File: src/rtl/aud_port_csr.sv
module aud_port_csr #(
  parameter int          AW      = 6,
  parameter logic [31:0] VERSION = 32'h0000_0210
) (
  input  logic          clk,
  input  logic          rst_n,
  input  logic [AW-1:0] bus_addr,
  input  logic          bus_we,
  input  logic [31:0]   bus_wdata,
  output logic [31:0]   bus_rdata,
  input  logic          rx_ready,
  input  logic          tx_ready,
  input  logic          rx_ovr_evt,
  input  logic [2:0]    rx_ovr_ch,
  input  logic          tx_und_evt,
  input  logic [2:0]    tx_und_ch,
  output logic          rx_on,
  output logic          tx_on,
  output logic          clk_on,
  output logic [31:0]   mode_q,
  output logic          irq
);
  localparam logic [31:0] STICKY_BITS = 32'h0FF0_FF44;
  localparam logic [31:0] MASK_BITS   = 32'h0000_0066;

  logic        sel_cmd, sel_mode, sel_stat, sel_sclr, sel_sset;
  logic        sel_ien, sel_idis, sel_imsk, sel_ver;
  logic        wr_cmd, wr_mode, wr_sclr, wr_sset, wr_ien, wr_idis, soft_rst;
  logic [31:0] sticky, sticky_evt, imask, status;

  assign sel_cmd  = bus_addr == AW'(8'h00);
  assign sel_mode = bus_addr == AW'(8'h04);
  assign sel_stat = bus_addr == AW'(8'h08);
  assign sel_sclr = bus_addr == AW'(8'h0C);
  assign sel_sset = bus_addr == AW'(8'h10);
  assign sel_ien  = bus_addr == AW'(8'h14);
  assign sel_idis = bus_addr == AW'(8'h18);
  assign sel_imsk = bus_addr == AW'(8'h1C);
  assign sel_ver  = bus_addr == AW'(8'h28);

  assign wr_cmd   = bus_we && sel_cmd;
  assign wr_mode  = bus_we && sel_mode;
  assign wr_sclr  = bus_we && sel_sclr;
  assign wr_sset  = bus_we && sel_sset;
  assign wr_ien   = bus_we && sel_ien;
  assign wr_idis  = bus_we && sel_idis;
  assign soft_rst = wr_cmd && bus_wdata[7];

  assign sticky_evt = (rx_ovr_evt ? (32'h0000_0004 | (32'h0000_0100 << rx_ovr_ch)) : 32'h0)
                    | (tx_und_evt ? (32'h0000_0040 | (32'h0010_0000 << tx_und_ch)) : 32'h0);

  assign status = sticky | {26'h0, tx_ready, tx_on, 2'b00, rx_ready, rx_on};
  assign irq    = |(status & imask);

  always_ff @(posedge clk or negedge rst_n) begin
    if (!rst_n) begin
      rx_on  <= 1'b0;
      tx_on  <= 1'b0;
      clk_on <= 1'b0;
    end else if (soft_rst) begin
      rx_on  <= 1'b0;
      tx_on  <= 1'b0;
      clk_on <= 1'b0;
    end else if (wr_cmd) begin
      if (bus_wdata[1])      rx_on  <= 1'b0;
      else if (bus_wdata[0]) rx_on  <= 1'b1;
      if (bus_wdata[3])      clk_on <= 1'b0;
      else if (bus_wdata[2]) clk_on <= 1'b1;
      if (bus_wdata[5])      tx_on  <= 1'b0;
      else if (bus_wdata[4]) tx_on  <= 1'b1;
    end
  end

  always_ff @(posedge clk or negedge rst_n) begin
    if (!rst_n)       mode_q <= '0;
    else if (wr_mode) mode_q <= bus_wdata;
  end

  always_ff @(posedge clk or negedge rst_n) begin
    if (!rst_n)        sticky <= '0;
    else if (soft_rst) sticky <= '0;
    else sticky <= ((sticky & ~(wr_sclr ? bus_wdata : 32'h0))
                   | (wr_sset ? bus_wdata : 32'h0) | sticky_evt) & STICKY_BITS;
  end

  always_ff @(posedge clk or negedge rst_n) begin
    if (!rst_n)        imask <= '0;
    else if (soft_rst) imask <= '0;
    else imask <= (imask | (wr_ien ? bus_wdata : 32'h0))
                  & ~(wr_idis ? bus_wdata : 32'h0) & MASK_BITS;
  end

  always_ff @(posedge clk or negedge rst_n) begin
    if (!rst_n)        bus_rdata <= '0;
    else if (sel_mode) bus_rdata <= mode_q;
    else if (sel_stat) bus_rdata <= status;
    else if (sel_imsk) bus_rdata <= imask;
    else if (sel_ver)  bus_rdata <= VERSION;
    else               bus_rdata <= '0;
  end

  AST_OFF_WINS: assert property (@(posedge clk) disable iff (!rst_n)
    (wr_cmd && !bus_wdata[7] && bus_wdata[1] && bus_wdata[0]) |=> !rx_on)
    else $error("receiver on despite off bit");

  AST_MODE_HOLD: assert property (@(posedge clk) disable iff (!rst_n)
    !wr_mode |=> $stable(mode_q))
    else $error("mode changed without a mode write");

  AST_OVR_LATCH: assert property (@(posedge clk) disable iff (!rst_n)
    (rx_ovr_evt && !soft_rst) |=> sticky[2])
    else $error("overrun not latched");

  AST_CLR_WORKS: assert property (@(posedge clk) disable iff (!rst_n)
    (wr_sclr && bus_wdata[6] && !tx_und_evt) |=> !sticky[6])
    else $error("underrun flag not cleared");

  AST_NO_MASK_NO_IRQ: assert property (@(posedge clk) disable iff (!rst_n)
    (imask == 32'h0) |-> !irq)
    else $error("irq without mask");

  AST_SOFT_RST: assert property (@(posedge clk) disable iff (!rst_n)
    soft_rst |=> (!rx_on && !tx_on && !clk_on && imask == 32'h0))
    else $error("soft reset incomplete");
endmodule

File: config.mk
export PLATFORM = sky130hd
export DESIGN_NAME = aud_port_csr
export DESIGN_NICKNAME = d
export VERILOG_FILES = /design/src/rtl/aud_port_csr.sv
export SDC_FILE = /design/constraint.sdc
export NUM_CORES = 1
export LEC_CHECK = 0
export BUFFER_PORTS_ARGS = -buffer_cell sky130_fd_sc_hd__buf_4
export CELL_PAD_IN_SITES_DETAIL_PLACEMENT = 1
export CELL_PAD_IN_SITES_GLOBAL_PLACEMENT = 1
export CORE_MARGIN = 2
export CORE_UTILIZATION = 35
export CTS_BUF_LIST = sky130_fd_sc_hd__clkbuf_8 sky130_fd_sc_hd__clkbuf_16
export DETAILED_ROUTE_END_ITERATION = 8
export GPL_ROUTABILITY_DRIVEN = 0
export PLACE_DENSITY_LB_ADDON = 0.2
export SYNTH_ARGS = -nofsm -noshare
export SYNTH_HDL_FRONTEND = slang
export SYNTH_SLANG_ARGS = --single-unit
export TNS_END_PERCENT = 5
File: constraint.sdc
create_clock -name clk -period 1 [get_ports clk]
set_input_delay 0.2 -clock clk [delete_from_list [all_inputs] [get_ports clk]]
set_output_delay 0.2 -clock clk [all_outputs]
set_load 0.005 [all_outputs]
======== Word-level counts from Yosys, hierarchy flattened ========
Cells that the tools add are included.
cells by class
  equal/unequal tests ..................... 8
  reduce and logical (&&, ||, !) cells .... 16
  shift operators ......................... 2
  multiplexer cells ....................... 24
  bitwise gates (word level) .............. 10
operator list
  kind                                                number
  2-to-1 mux 28 bit                                   5
  OR 28 bit                                           3
  2-to-1 mux 32 bit                                   2
  bitwise AND 32 x 7 -> 32 bit                        1
  OR reduction 32 bit                                 1
  bitwise AND 28 bit                                  1
  NOT 28 bit                                          1
  OR 28 x 6 -> 28 bit                                 1
  << shifter 21 x 3 -> 28 bit (first input constant)  1
  << shifter 9 x 3 -> 28 bit (first input constant)   1
  == test 6 x 5 -> 1 bit (second input constant)      4
  2-to-1 mux 7 bit                                    3
  2-to-1 mux 10 bit                                   2
  == test 6 x 4 -> 1 bit (second input constant)      2
  2-to-1 mux 1 bit                                    12
  nonzero test 3 bit                                  3
  bitwise AND 7 bit                                   1
  logical AND 1 bit                                   7
  NOT 7 bit                                           1
  OR 7 bit                                            1
  == test 6 x 3 -> 1 bit (second input constant)      1
  == test 6 bit (second input constant)               1
  logical NOT 6 bit                                   1
  AND reduction 2 bit                                 3
  nonzero test 2 bit                                  1
word-level totals
  output and inout bits ................... 68
  word-level logic and storage cells ...... 67
  input bits .............................. 51
  flip-flop bits (word level) ............. 102

======== Longest topological paths before layout ========
  word-level depth ........................ 8
  gate-level depth with buffers ........... 6
  gate-level depth less buffers ........... 3

======== Least setup slack after synthesis ========
No wires, ideal clock.
  path type ............................... in2reg
  from .................................... input bus_addr[4]
  to ...................................... register sticky[11]
  setup slack ............................. -0.425 ns
  data required time ...................... 0.863 ns
  path buffers ............................ 3
  data arrival time ....................... 1.288 ns
  setup time .............................. 0.137 ns
  stages .................................. 6
  cells stage by stage .................... clkbuf_1 > or2_2 > clkbuf_1 > buf_2 > o31ai_1 > a31oi_1
on the way
  longest elaborated chain between the ends .. 8
  elaborated cells on any way between the ends .. 14
  those cells by class .................... eq/ne: 2; mux: 3; bitwise: 4; reduce/logical: 5
RTL lines
  element                  line  source
  start: declaration       7     input logic [AW-1:0] bus_addr,
  == test 6 x 4 -> 1 bit   34    assign sel_sclr = bus_addr == AW'(8'h0C);
  logical AND 1 bit        43    assign wr_sclr = bus_we && sel_sclr;
  2-to-1 mux 28 bit        82    else sticky <= ((sticky & ~(wr_sclr ? bus_wdata : 32'h0))
  NOT 28 bit               82
  bitwise AND 28 bit       82
  OR 28 bit (2 in series)  83    | (wr_sset ? bus_wdata : 32'h0) | sticky_evt) & STICKY_BITS;
  2-to-1 mux 28 bit (*)    81    else if (soft_rst) sticky <= '0;
  end signal: assignment   82
  end: declaration         29    logic [31:0] sticky, sticky_evt, imask, status;
Every way passes the cells marked *; elsewhere a longest branch is shown, timed or not.
A chain may end at the register's enable or synchronous reset.

======== Final worst setup path ========
  from .................................... register sticky[2]
  to ...................................... output irq
on the way
  longest elaborated chain between the ends .. 3
RTL lines
  element                       line  source
  OR 28 x 6 -> 28 bit           52    assign status = sticky | {26'h0, tx_ready, tx_on, 2'b00, rx_ready, rx_on};
  bitwise AND 32 x 7 -> 32 bit  53    assign irq = |(status & imask);
  OR reduction 32 bit           53
  end: declaration              21    output logic irq
No other way between the ends.

==> summary.md <==
| Metric | Value |
|---|---|
| Final setup slack of the worst path | `-0.371 ns` |
| #FFs+latches synth | `89` |
| Reg area | `2230 µm²` |
| Clock sinks | `89` |
| DR iter-0 viols | `129` |
| Initial antenna violation count | `0` |
| # DRC | `0` |
| Core area | `11000 µm²` |
| Crit path launch type | `flip-flop` |
| Longest Clk Path Bufs | `2` |
| Worst slew pin tran | `0.391 ns` |
| Initial Utilization | `36.2%` |
| H-tree depth | `3` |
| Mapped Cells | `322` |
| Slew Viols, Final | `0` |
| HPWL Detailed | `8.11 mm` |
| Primary FF master, synth | `dfrtp_1` |
| RSZ-0062 raised after global routing | `yes` |
| Area delta synth->final | `59.6%` |
| Distinct cells, synth | `39` |
| Syn Area/Cell | `12.4 µm²` |
| Status | `finished with violations` |
| Critical path type | `flip-flop to output port` |
| Io pins | `119` |
| DR pass1 iterations | `4` |
| I/O Buffers | `118` |
| Register area share after synthesis | `55.9%` |
| Tmin final | `1.37 ns` |
| Fillers | `1112` |
| Slew HR | `73.9%` |
| Share of layout cells above drive strength 1 | `53.3%` |
| Syn nets | `373` |
| Async set-reset flop share out of synthesis | `100%` |
| Hold WC Path Type | `primary input to flip-flop` |
| Crit path cell chain | `a22oi_2 -> nand2_2 -> buf_6` |
| Pwr/cell area | `1560 nW/µm²` |
| Routed vias | `3392` |
| Post-placement cell count | `592` |
| YS warnings | `0` |
| Setup Viol. Count Final | `124` |
| Row count | `38` |
| Skew-Pair Late Insertion Delay | `0.34 ns` |
| Antenna cells | `0` |
| Root buf cell | `clkbuf_16` |
| Final WL | `13.0 mm` |
| Number of synthesized flops with an enable pin | `0` |
| Max Cap Viol | `0` |
| Power, Total | `9.88 mW` |
| Buf/Inv on CP | `1` |
| Area of the multi-input gates | `1810 µm²` |
| Slowest CP cell | `dfrtp_1` |
| First-pass GRT wire length | `20.1 mm` |
| R2r setup slk | `-0.08 ns` |
| Failing checks | `setup timing` |
| CTS Buf Count | `9` |
| TritonCTS clock tree | `built` |
| Fmax | `730 MHz` |
| Die area | `12200 µm²` |
| Post-Syn Area | `3980 µm²` |
| Nets | `530` |
| Largest net degree at the start of global routing | `57` |
| Crit path max-delay family | `flip-flops` |
| Non-filler instance count after layout | `624` |
| Chip height | `111 µm` |
| Clock transition at path regs | `0.06 ns` |
| Vias in the first global route | `3608` |
| Chip width | `111 µm` |
| Fin crit share | `137%` |
| Arr. time, crit path | `1.17 ns` |
| Total GRT Usage | `20.6%` |
| Critical Path End Type | `output port` |
| Core Util, Final | `57.8%` |
| Critical-path maximum fanout | `2` |
| Fin. Hold Viols | `0` |
| Worst clock skew | `0.00858 ns` |
| Required @ worst endpoint | `0.80 ns` |
| Maximum vdd drop | `0.747 mV` |
| P_leak | `3.01 nW` |
| Total congestion overflow | `0` |
| Routed len/inst | `20.8 µm` |
| Fin Setup TNS | `-8.85 ns` |
| Vias per cell | `5.44` |
| ANT nets after route | `0` |
| CP max stage delay | `0.40 ns` |
==> routing by layer <==
metal / up-vias / routed length [µm] / GRT usage, %
li1: 1535 / - / -
met1: 1746 / 5570 / 26.9
met2: 90 / 6690 / 35.3
met3: 21 / 437 / 3.23
met4: 0 / 291 / 6.25
met5: - / 0 / 0
==> layout by cell type (no fill, tap or decap), types with 10 or more instances in the layout <==
master	n
a21oi_1	10
a22o_1	16
a31oi_1	21
and3_1	10
buf_4	75
buf_6	81
clkbuf_16	10
dfrtp_1	88
mux2_4	30
nand2_1	19
nand3_1	23
o31ai_2	11
==> path summary, 6_finish.rpt <==
path                               from             to  depth (start not counted)
setup / recovery              sticky[2]            irq                          3
max in group asynchronous         rst_n      mode_q[6]                          3
hold reg to reg              sticky[12]  bus_rdata[12]                          1
hold / removal             bus_wdata[5]       imask[5]                          2
setup reg to reg              sticky[2]   bus_rdata[2]                          4
min in group asynchronous         rst_n   bus_rdata[3]                          3
==> report_power, final <==
part           internal, mW  switching [mW]  leakage, nW
clock                  2.52            1.44        0.169
combinational          1.05           0.656         1.70
sequential             3.92           0.289         1.13
total                  7.49            2.39         3.01
==> metrics by stage <==
| step | worst slack, ns | hold WS, ns | instance area (µm²) |
|---|---|---|---|
| after CTS | -0.374 | 0.0865 | 6160 |
| final | -0.371 | 0.0928 | 6350 |
| after detailed placement | -0.498 | 0.179 | 5290 |
| after floorplan | -0.360 | -0.0956 | 4040 |
| after global placement | -0.440 | 0.175 | 5290 |
| after global routing | -0.404 | 0.0931 | 6350 |
==> flip-flops by register name, summed over array words and instances (netlist names) <==
| name | cells |
|---|---|
| bus_rdata | 32 |
| clk_on | 1 |
| imask | 4 |
| mode_q | 32 |
| rx_on | 1 |
| sticky | 18 |
| tx_on | 1 |
==> cells in the mapped netlist (4+ instances only) <==
| cell | n | area share [%] |
|---|---|---|
| a31oi_1 | 23 | 3.6 |
| or2_2 | 4 | 0.63 |
| and3_1 | 11 | 1.7 |
| a21oi_1 | 13 | 1.6 |
| buf_2 | 9 | 1.1 |
| nand3_1 | 23 | 2.9 |
| nand2_1 | 21 | 2.0 |
| o31ai_1 | 18 | 3.4 |
| a22o_1 | 16 | 3.5 |
| nor2b_1 | 6 | 0.94 |
| dfrtp_1 | 89 | 56 |
| clkbuf_1 | 10 | 0.94 |
| nor3_1 | 4 | 0.50 |
| mux2_4 | 30 | 11 |
| a32oi_1 | 6 | 1.3 |
| a311oi_1 | 4 | 0.88 |
==> timing repair <==
| action | CTS | global route |
|---|---|---|
| gates resized for setup | 93 | 35 |
| buffers inserted | 8 | 3 |
| hold buffers | 1 | 0 |
| hold endpoints to repair | 89 | 0 |
| gates cloned | 4 | 1 |
| endpoints found under the setup margin | 143 | 156 |
| pin swaps | 30 | 9 |
==> area by class of cell <==
type                            count  area share (%)
Clock buffer                       10            3.76
Clock inverter                      6            1.81
Timing Repair Buffer              171            28.2
Multi-Input combinational cell    208            28.4
Tap cell                          140            2.76
Sequential cell                    89            35.1
==> logic make-up after synthesis <==
| group | Yosys count | share of synthesized area, % |
|---|---|---|
| AND/OR/NAND/NOR | 92 | 13.9 |
| multiplexers | 32 | 11.9 |
| buffers and inverters | 25 | 3.33 |
| AO/OA/AOI/OAI | 84 | 15.0 |
| flip-flops | 89 | 55.9 |
No activity file was read; power rests on OpenSTA's default activity.
